$ cat config.mk
export PLATFORM = sky130hd
export DESIGN_NAME = cmd_cache
export DESIGN_NICKNAME = d
export VERILOG_FILES = /design/src/rtl/cmd_cache_pkg.sv /design/src/rtl/gray_ptr.sv /design/src/rtl/cache_ctrl.sv /design/src/rtl/cache_store.sv /design/src/rtl/cmd_cache.sv
export SDC_FILE = /design/constraint.sdc
export NUM_CORES = 1
export LEC_CHECK = 0
export CORE_AREA = 5 5 319 633
export DETAILED_ROUTE_END_ITERATION = 8
export DIE_AREA = 0 0 324 638
export DONT_BUFFER_PORTS = 1
export SYNTH_ARGS = -nofsm -noshare
export SYNTH_HDL_FRONTEND = slang
export SYNTH_HIERARCHICAL = 1
export SYNTH_SLANG_ARGS = --single-unit
$ cat constraint.sdc
create_clock -name clk_i -period 6 [get_ports clk_i]
set_clock_uncertainty 0.1 [all_clocks]
set_input_delay 0.9 -clock clk_i [delete_from_list [all_inputs] [get_ports clk_i]]
set_output_delay 0.9 -clock clk_i [all_outputs]
set_load 0.02 [all_outputs]
$ cat src/rtl/cmd_cache_pkg.sv
package cmd_cache_pkg;
  localparam int SUBCH_W = 3;
  localparam int MTHD_W  = 11;
  localparam int DATA_W  = 32;

  typedef struct packed {
    logic [SUBCH_W-1:0] subch;
    logic [MTHD_W-1:0]  mthd;
    logic [DATA_W-1:0]  data;
  } cmd_entry_t;
endpackage

$ cat src/rtl/gray_ptr.sv
module gray_ptr #(
  parameter int W = 5
) (
  input  logic         clk_i,
  input  logic         rst_ni,
  input  logic         adv_i,
  output logic [W-1:0] gray_o,
  output logic [W-1:0] gray_nxt_o
);
  logic [W-1:0] gray_q, bin, bin_inc;

  // gray -> binary
  always_comb begin
    bin[W-1] = gray_q[W-1];
    for (int i = W - 2; i >= 0; i--) bin[i] = bin[i+1] ^ gray_q[i];
  end

  assign bin_inc    = bin + W'(1);
  assign gray_nxt_o = bin_inc ^ (bin_inc >> 1);
  assign gray_o     = gray_q;

  always_ff @(posedge clk_i or negedge rst_ni) begin
    if (!rst_ni)    gray_q <= '0;
    else if (adv_i) gray_q <= gray_nxt_o;
  end
endmodule

$ cat src/rtl/cache_ctrl.sv
module cache_ctrl (
  input  logic clk_i,
  input  logic rst_ni,
  input  logic unit_en_i,
  input  logic cfg_we_i,
  input  logic cfg_push_en_i,
  input  logic cfg_pull_en_i,
  input  logic cfg_chsw_en_i,
  output logic push_en_o,
  output logic pull_en_o,
  output logic chsw_en_o
);
  always_ff @(posedge clk_i or negedge rst_ni) begin
    if (!rst_ni) begin
      push_en_o <= 1'b0;
      pull_en_o <= 1'b0;
      chsw_en_o <= 1'b0;
    end else if (!unit_en_i) begin
      push_en_o <= 1'b0;
      pull_en_o <= 1'b0;
      chsw_en_o <= 1'b0;
    end else if (cfg_we_i) begin
      push_en_o <= cfg_push_en_i;
      pull_en_o <= cfg_pull_en_i;
      chsw_en_o <= cfg_chsw_en_i;
    end
  end
endmodule

$ cat src/rtl/cache_store.sv
module cache_store
  import cmd_cache_pkg::*;
#(
  parameter int AW = 5
) (
  input  logic          clk_i,
  input  logic          we_i,
  input  logic [AW-1:0] waddr_i,
  input  cmd_entry_t    wdata_i,
  input  logic [AW-1:0] raddr_i,
  output cmd_entry_t    rdata_o
);
  localparam int DEPTH = 1 << AW;

  cmd_entry_t mem [DEPTH];

  // slots are addressed by the gray index directly (bijective)
  always_ff @(posedge clk_i) begin
    if (we_i) mem[waddr_i] <= wdata_i;
  end

  assign rdata_o = mem[raddr_i];
endmodule

$ cat src/rtl/cmd_cache.sv
module cmd_cache
  import cmd_cache_pkg::*;
#(
  parameter int ADDR_W = 5,
  parameter int CHID_W = 7
) (
  input  logic                clk_i,
  input  logic                rst_ni,
  input  logic                unit_en_i,
  input  logic                cfg_we_i,
  input  logic                cfg_push_en_i,
  input  logic                cfg_pull_en_i,
  input  logic                cfg_chsw_en_i,
  input  logic                push_valid_i,
  input  logic [CHID_W-1:0]   push_chid_i,
  input  logic [SUBCH_W-1:0]  push_subch_i,
  input  logic [MTHD_W-1:0]   push_mthd_i,
  input  logic [DATA_W-1:0]   push_data_i,
  output logic                push_accept_o,
  output logic                push_reject_o,
  output logic                pull_valid_o,
  input  logic                pull_ready_i,
  output logic [SUBCH_W-1:0]  pull_subch_o,
  output logic [MTHD_W-1:0]   pull_mthd_o,
  output logic [DATA_W-1:0]   pull_data_o,
  output logic [CHID_W-1:0]   chid_o,
  output logic                empty_o,
  output logic                full_o,
  output logic [ADDR_W-1:0]   put_ptr_o,
  output logic [ADDR_W-1:0]   get_ptr_o
);
  logic push_en, pull_en, chsw_en;
  logic [ADDR_W-1:0] put_g, put_nxt, get_g, get_nxt;
  logic [CHID_W-1:0] cur_ch_q;
  logic ch_match, can_switch, pop;
  cmd_entry_t wr_entry, rd_entry;

  cache_ctrl u_ctrl (
    .clk_i, .rst_ni, .unit_en_i, .cfg_we_i,
    .cfg_push_en_i, .cfg_pull_en_i, .cfg_chsw_en_i,
    .push_en_o (push_en),
    .pull_en_o (pull_en),
    .chsw_en_o (chsw_en)
  );

  gray_ptr #(.W(ADDR_W)) u_put (
    .clk_i, .rst_ni,
    .adv_i      (push_accept_o),
    .gray_o     (put_g),
    .gray_nxt_o (put_nxt)
  );

  gray_ptr #(.W(ADDR_W)) u_get (
    .clk_i, .rst_ni,
    .adv_i      (pop),
    .gray_o     (get_g),
    .gray_nxt_o (get_nxt)
  );

  assign empty_o    = (put_g == get_g);
  assign full_o     = (put_nxt == get_g);
  assign ch_match   = (push_chid_i == cur_ch_q);
  assign can_switch = empty_o && chsw_en;

  // full is judged on registered indices: a same-cycle pop does not free a slot
  assign push_accept_o = push_valid_i && push_en && !full_o && (ch_match || can_switch);
  assign push_reject_o = push_valid_i && !push_accept_o;

  always_ff @(posedge clk_i or negedge rst_ni) begin
    if (!rst_ni)                        cur_ch_q <= '0;
    else if (push_accept_o && !ch_match) cur_ch_q <= push_chid_i;
  end

  assign wr_entry = '{subch: push_subch_i, mthd: push_mthd_i, data: push_data_i};

  cache_store #(.AW(ADDR_W)) u_store (
    .clk_i,
    .we_i    (push_accept_o),
    .waddr_i (put_g),
    .wdata_i (wr_entry),
    .raddr_i (get_g),
    .rdata_o (rd_entry)
  );

  assign pull_valid_o = pull_en && !empty_o;
  assign pop          = pull_valid_o && pull_ready_i;
  assign pull_subch_o = rd_entry.subch;
  assign pull_mthd_o  = rd_entry.mthd;
  assign pull_data_o  = rd_entry.data;
  assign chid_o       = cur_ch_q;
  assign put_ptr_o    = put_g;
  assign get_ptr_o    = get_g;
endmodule

# --- Word-level counts from Yosys, hierarchy flattened ---
# Memories as Yosys holds them, arrays and structs flattened.
# Index checks and enable logic that the tools add are counted.
word_totals:
  register_bits: 20
  ram_bits: 1472
  input_bits: 62
  word_cells: 44
  memories: 1
mem_list:
  columns: ["name", "words", "width", "rd", "rd_clocked_by_memory_dff", "wr", "line", "rtl"]
  rows:
  - ["u_store.mem", 32, 46, 1, 0, 1, "cache_store.sv:15", "cmd_entry_t mem [DEPTH];"]
op_classes:
  add_sub_neg: 2
  eq_ne: 4
  mux: 8
  bitwise_logic: 10
  reduce_logical: 13
ops:
  columns: ["cell", "count"]
  rows:
  - ["5-bit by 1-bit adder with 5-bit output (second input constant)", 2]
  - ["5-bit == test", 2]
  - ["5-bit by 4-bit XOR with 5-bit output", 2]
  - ["1-bit logical AND", 8]
  - ["1-bit two-way mux", 8]
  - ["1-bit XOR", 8]
  - ["7-bit == test", 1]
  - ["1-bit zero test", 4]
  - ["2-bit by 1-bit != test with 1-bit output (second input constant)", 1]
  - ["1-bit logical OR", 1]

# --- Depth between registers and ports, before layout ---
depth:
  ltp_word: 12
  ltp_mapped: 16
  mapped_depth_nobuf: 15

# --- Hierarchy ---
# Netlist, hierarchy kept.
modules_own_cells:
  columns: ["module", "n_inst", "cells_each", "area_per_inst_um2", "seq_area_each_um2"]
  rows:
  - ["cache_store", 1, 3180, 57293.7, 44202.4]
  - ["gray_ptr", 2, 31, 330.3, 125.1]
  - ["cmd_cache", 1, 46, 510.5, 175.2]
  - ["cache_ctrl", 1, 9, 123.9, 75.1]

# --- Worst setup path after synthesis ---
# Ideal clock, no wire load.
synth_path:
  path_type: "reg-to-reg"
  start: "register u_put.gray_q[4] (netlist: u_put/gray_o[4])"
  end: "memory u_store/mem[28][0] in the netlist's numbering (enable)"
  setup_time_ns: 0.450
  arrival_ns: 6.497
  setup_slack_ns: -1.047
  path_stages_with_launch: 17
  path_buffers: 1
  cell_sequence: "dfrtp_1 -> xor2_1 -> ha_1 -> inv_1 -> ha_1 -> inv_1 -> ha_1 -> nor2b_1 -> xnor3_1 -> inv_1 -> xnor2_1 -> nand3_1 -> nor3_1 -> a211oi_1 -> or3b_2 -> clkbuf_1 -> nor2_1"
synth_between:
  elab_chain_len: 12
  word_cells_on_any_way: 15
  cone_classes: "add/sub: 1; eq/ne: 2; mux: 2; bitwise: 5; reduce/logical: 5"
synth_lines:
  columns: ["element", "line", "rtl"]
  rows:
  - ["start: declaration", "gray_ptr.sv:10", "logic [W-1:0] gray_q, bin, bin_inc;"]
  - ["start signal: assignment", "gray_ptr.sv:24", "else if (adv_i) gray_q <= gray_nxt_o;"]
  - ["1-bit XOR (*) (3 in a row)", "gray_ptr.sv:15", "for (int i = W - 2; i >= 0; i--) bin[i] = bin[i+1] ^ gray_q[i];"]
  - ["1-bit XOR", "gray_ptr.sv:15", null]
  - ["5-bit by 1-bit adder with 5-bit output (*)", "gray_ptr.sv:18", "assign bin_inc = bin + W'(1);"]
  - ["5-bit by 4-bit XOR with 5-bit output (*)", "gray_ptr.sv:19", "assign gray_nxt_o = bin_inc ^ (bin_inc >> 1);"]
  - ["via put_nxt[0]", "cmd_cache.sv:33", "logic [ADDR_W-1:0] put_g, put_nxt, get_g, get_nxt;"]
  - ["5-bit == test (*)", "cmd_cache.sv:61", "assign full_o = (put_nxt == get_g);"]
  - ["via full_o", "cmd_cache.sv:28", "output logic full_o,"]
  - ["1-bit zero test (*)", "cmd_cache.sv:66", "assign push_accept_o = push_valid_i && push_en && !full_o && (ch_match || can_switch);"]
  - ["1-bit logical AND (*) (2 in a row)", "cmd_cache.sv:66", null]
  - ["via push_accept_o", "cmd_cache.sv:19", "output logic push_accept_o,"]
  - ["1-bit two-way mux (*)", "cache_store.sv:19", "if (we_i) mem[waddr_i] <= wdata_i;"]
  - ["1-bit two-way mux (implied by the code) (*)", "cache_store.sv:19", null]
  - ["end: declaration", "cache_store.sv:15", null]
# The timed path passes the listed nets; every way through them passes the cells marked *.

# --- Worst setup path after layout ---
layout_path:
  start: "register u_put.gray_q[4] (netlist: u_put/gray_o[4])"
  end: "output push_reject_o"
layout_between:
  elab_chain_len: 12
  word_cells_on_any_way: 15
  cone_classes: "add/sub: 1; eq/ne: 2; bitwise: 5; reduce/logical: 7"
layout_lines:
  columns: ["element", "line", "rtl"]
  rows:
  - ["1-bit XOR (*) (3 in a row)", "gray_ptr.sv:15", null]
  - ["1-bit XOR", "gray_ptr.sv:15", null]
  - ["5-bit by 1-bit adder with 5-bit output (*)", "gray_ptr.sv:18", null]
  - ["5-bit by 4-bit XOR with 5-bit output (*)", "gray_ptr.sv:19", null]
  - ["via put_nxt[0]", "cmd_cache.sv:33", null]
  - ["5-bit == test (*)", "cmd_cache.sv:61", null]
  - ["1-bit zero test (*)", "cmd_cache.sv:66", null]
  - ["1-bit logical AND (*) (2 in a row)", "cmd_cache.sv:66", null]
  - ["1-bit zero test (*)", "cmd_cache.sv:67", "assign push_reject_o = push_valid_i && !push_accept_o;"]
  - ["1-bit logical AND (*)", "cmd_cache.sv:67", null]
  - ["end: declaration", "cmd_cache.sv:20", "output logic push_reject_o,"]
# Marks and branches as above.

==> flow_metrics.py <==
metrics = {
    "outcome": {
        "status": "completed",
    },
    "setup_path": {
        "r2r_start": "u_put/gray_o[4]",
        "worstPathRequired_ps": 5000,
        "critPathMaxFanout": 7,
        "r2r_end": "u_store/mem[0][31]",
        "ff2ff_path_depth": 16,
        "end_kind": "output port",
        "worstSetupStartpointType": "flip-flop",
        "critical_path_arrival_ps": 4260,
        "worstSetupPathType": "flip-flop to output port",
        "reg2reg_slack_ps": 1200,
    },
    "power_and_ir_drop": {
        "ir_worst_vdd_v": 0.000299,
        "combPwrFrac_pct": 32.5,
        "power_switching_mw": 10.3,
        "p_int_mw": 18.9,
        "p_per_area_nw_per_um2": 439,
        "clkPwrFrac_pct": 27.6,
        "p_leak_nw": 21.7,
        "power_mw": 29.1,
        "seqPwrFrac_pct": 39.9,
        "swShare_pct": 35.2,
    },
    "cts": {
        "cts-buffers-inserted": 117,
        "cts.sink_count": 1492,
        "cts_root_buffer": "clkbuf_16",
        "ctsLongestPathBuffers": 3,
        "cts_tree": "done",
        "post-cts-setup-buffer-count": 0,
        "clkLatencyLatePin_ps": 700,
        "cts_resized": 0,
        "path_clk_slew_ps": 70,
        "htreeDepth": 3,
    },
    "global_route": {
        "grt_overflow": 0,
        "grt_pass1_wl_um": 228000,
        "grt_usage_pct": 15.4,
        "grt_pass1_vias": 30533,
        "grt_antenna_before_repair": 1,
        "grt_start_max_net_pins": 98,
    },
    "sta": {
        "setup_violations": 0,
        "relSlewSlack_pct": 30.8,
        "finalHoldViolCount": 0,
        "slew_violations": 0,
        "layout_min_cycle_time_ps": 5260,
        "rsz0062_at_grt": "false",
        "min_period_over_period_pct": 87.7,
        "tightest_slew_ps": 1030,
        "fmax_mhz": 190,
        "finalSetupTns_ps": 0,
    },
    "detailed_routing": {
        "vias": 29997,
        "first_pass_iters": 5,
        "remaining_drc_errors": 0,
        "wl_per_cell_um": 27.1,
        "drtIter0Drc": 2362,
        "totalWireLength_um": 164000,
        "vias_per_cell": 4.98,
        "ant_nets": 0,
    },
    "cells_and_area": {
        "drive_above_1_share_pct": 11.0,
        "regArea_um2": 44700,
        "area.growth.synth_to_final_pct": 13.2,
        "nNetsFinal": 3443,
        "multi_input_area_um2": 12900,
        "fill_cells": 18520,
    },
    "synthesis": {
        "synthesis.area_um2": 58600,
        "syn_avg_cell_area_um2": 17.8,
        "synthCells": 3295,
        "syn_nets": 3363,
        "yosysWarnings": 6,
    },
    "floorplan": {
        "die_w_um": 324,
        "die_h_um": 638,
        "ios": 130,
        "core_um2": 196000,
        "dieArea_um2": 207000,
        "num_rows": 230,
        "start_util_pct": 29.8,
    },
    "min_path": {
        "whs_path_depth": 0,
        "worstHoldStart": "push_data_i[2]",
        "holdPathEnd": "u_store/mem[14][2]",
        "hp-class": "primary input to flip-flop",
    },
    "placement": {
        "post-dp-hpwl_um": 106000,
        "gp_congestion": 0.834,
        "place.port_buffers": 0,
    },
    "run": {
        "maxCapViolations": 0,
    },
}
cell usage in the layout (no fill, tap or decap), drive strengths merged, types with 17 or more instances in the layout:
cell type,count
edfxtp,1472
a31oi,46
dfrtp,20
inv,17
a22oi,138
nand3,142
nand2,148
mux2i,739
buf,143
nor3,48
a22o,92
clkinv,52
nor2,37
clkbuf,135
a21oi,140
worst max-delay path by stage:
stage                     cells after the start            endpoint             from
after floorplan                              16   u_store/mem[8][0]  u_put/gray_o[4]
after global placement                       16  u_store/mem[24][4]  u_put/gray_o[4]
after detailed placement                     16  u_store/mem[0][38]  u_put/gray_o[4]
after CTS                                    16       push_reject_o  u_put/gray_o[4]
after global routing                         16       push_reject_o  u_put/gray_o[3]
final                                        16       push_reject_o  u_put/gray_o[4]
registers in the layout (all words and copies together) (netlist names):
signal / flops
u_store/mem: 1472
chid_o: 7
u_get/gray_o: 5
u_put/gray_o: 5
u_ctrl/chsw_en_o: 1
u_ctrl/pull_en_o: 1
u_ctrl/push_en_o: 1
critical path: stages (launching register included):
cell      delay [ps]
dfrtp_1          390
xor2_1           180
ha_1             340
inv_1             60
ha_1             330
inv_1             80
ha_1             290
nor2b_1          210
xnor3_1          390
inv_1             90
xnor2_1          120
nand3_1          120
nor3_1           360
a211oi_2         140
buf_4            210
nor2b_1          110
buf_4            150
power groups by stage:
| stage | Clock (mW) | Combinational, mW | Sequential [mW] |
|---|---|---|---|
| after global placement | 0 | 9.61 | 11.9 |
| after global routing | 8.59 | 9.94 | 11.6 |
| after CTS | 8.18 | 9.65 | 11.6 |
| after floorplan | 0 | 6.01 | 11.8 |
| after detailed placement | 0 | 9.63 | 11.9 |
| final | 8.03 | 9.47 | 11.6 |
cell type report:
class | count | share of cell area, %
Clock inverter | 80 | 1.45
Antenna cell | 2 | 0.00755
Clock buffer | 135 | 4.55
Sequential cell | 1492 | 67.4
Tap cell | 2552 | 4.82
Timing Repair Buffer | 144 | 2.20
Inverter | 12 | 0.0679
Multi-Input combinational cell | 1608 | 19.5
metrics by stage:
step / hold slack [ps] / std cells / setup slack (ps) / cell area (um^2) / utilization, %
4_1_cts: 66.0 / 6023 / 684 / 66300 / 33.8
2_1_floorplan: 409 / 3295 / -368 / 58700 / -
5_1_grt: 78.8 / 6024 / 512 / 66300 / 33.8
3_5_place_dp: 450 / 5807 / 1220 / 62300 / 31.7
3_3_place_gp: 445 / 5807 / 1150 / 62300 / 31.7
6_report: 121 / 6025 / 737 / 66300 / 33.8
per-layer routing:
layer  GRT usage (%)  routed length [um]
met1            15.5               54000
met2            29.2               89700
met3            3.03                8810
met4            8.86               11100
met5               0                   0
timing repair:
action	in CTS	in global routing
setup endpoints to repair	0	0
hold buffers	1	0
hold endpoints to repair	20	0
No activity file was read; power rests on OpenSTA's default activity.
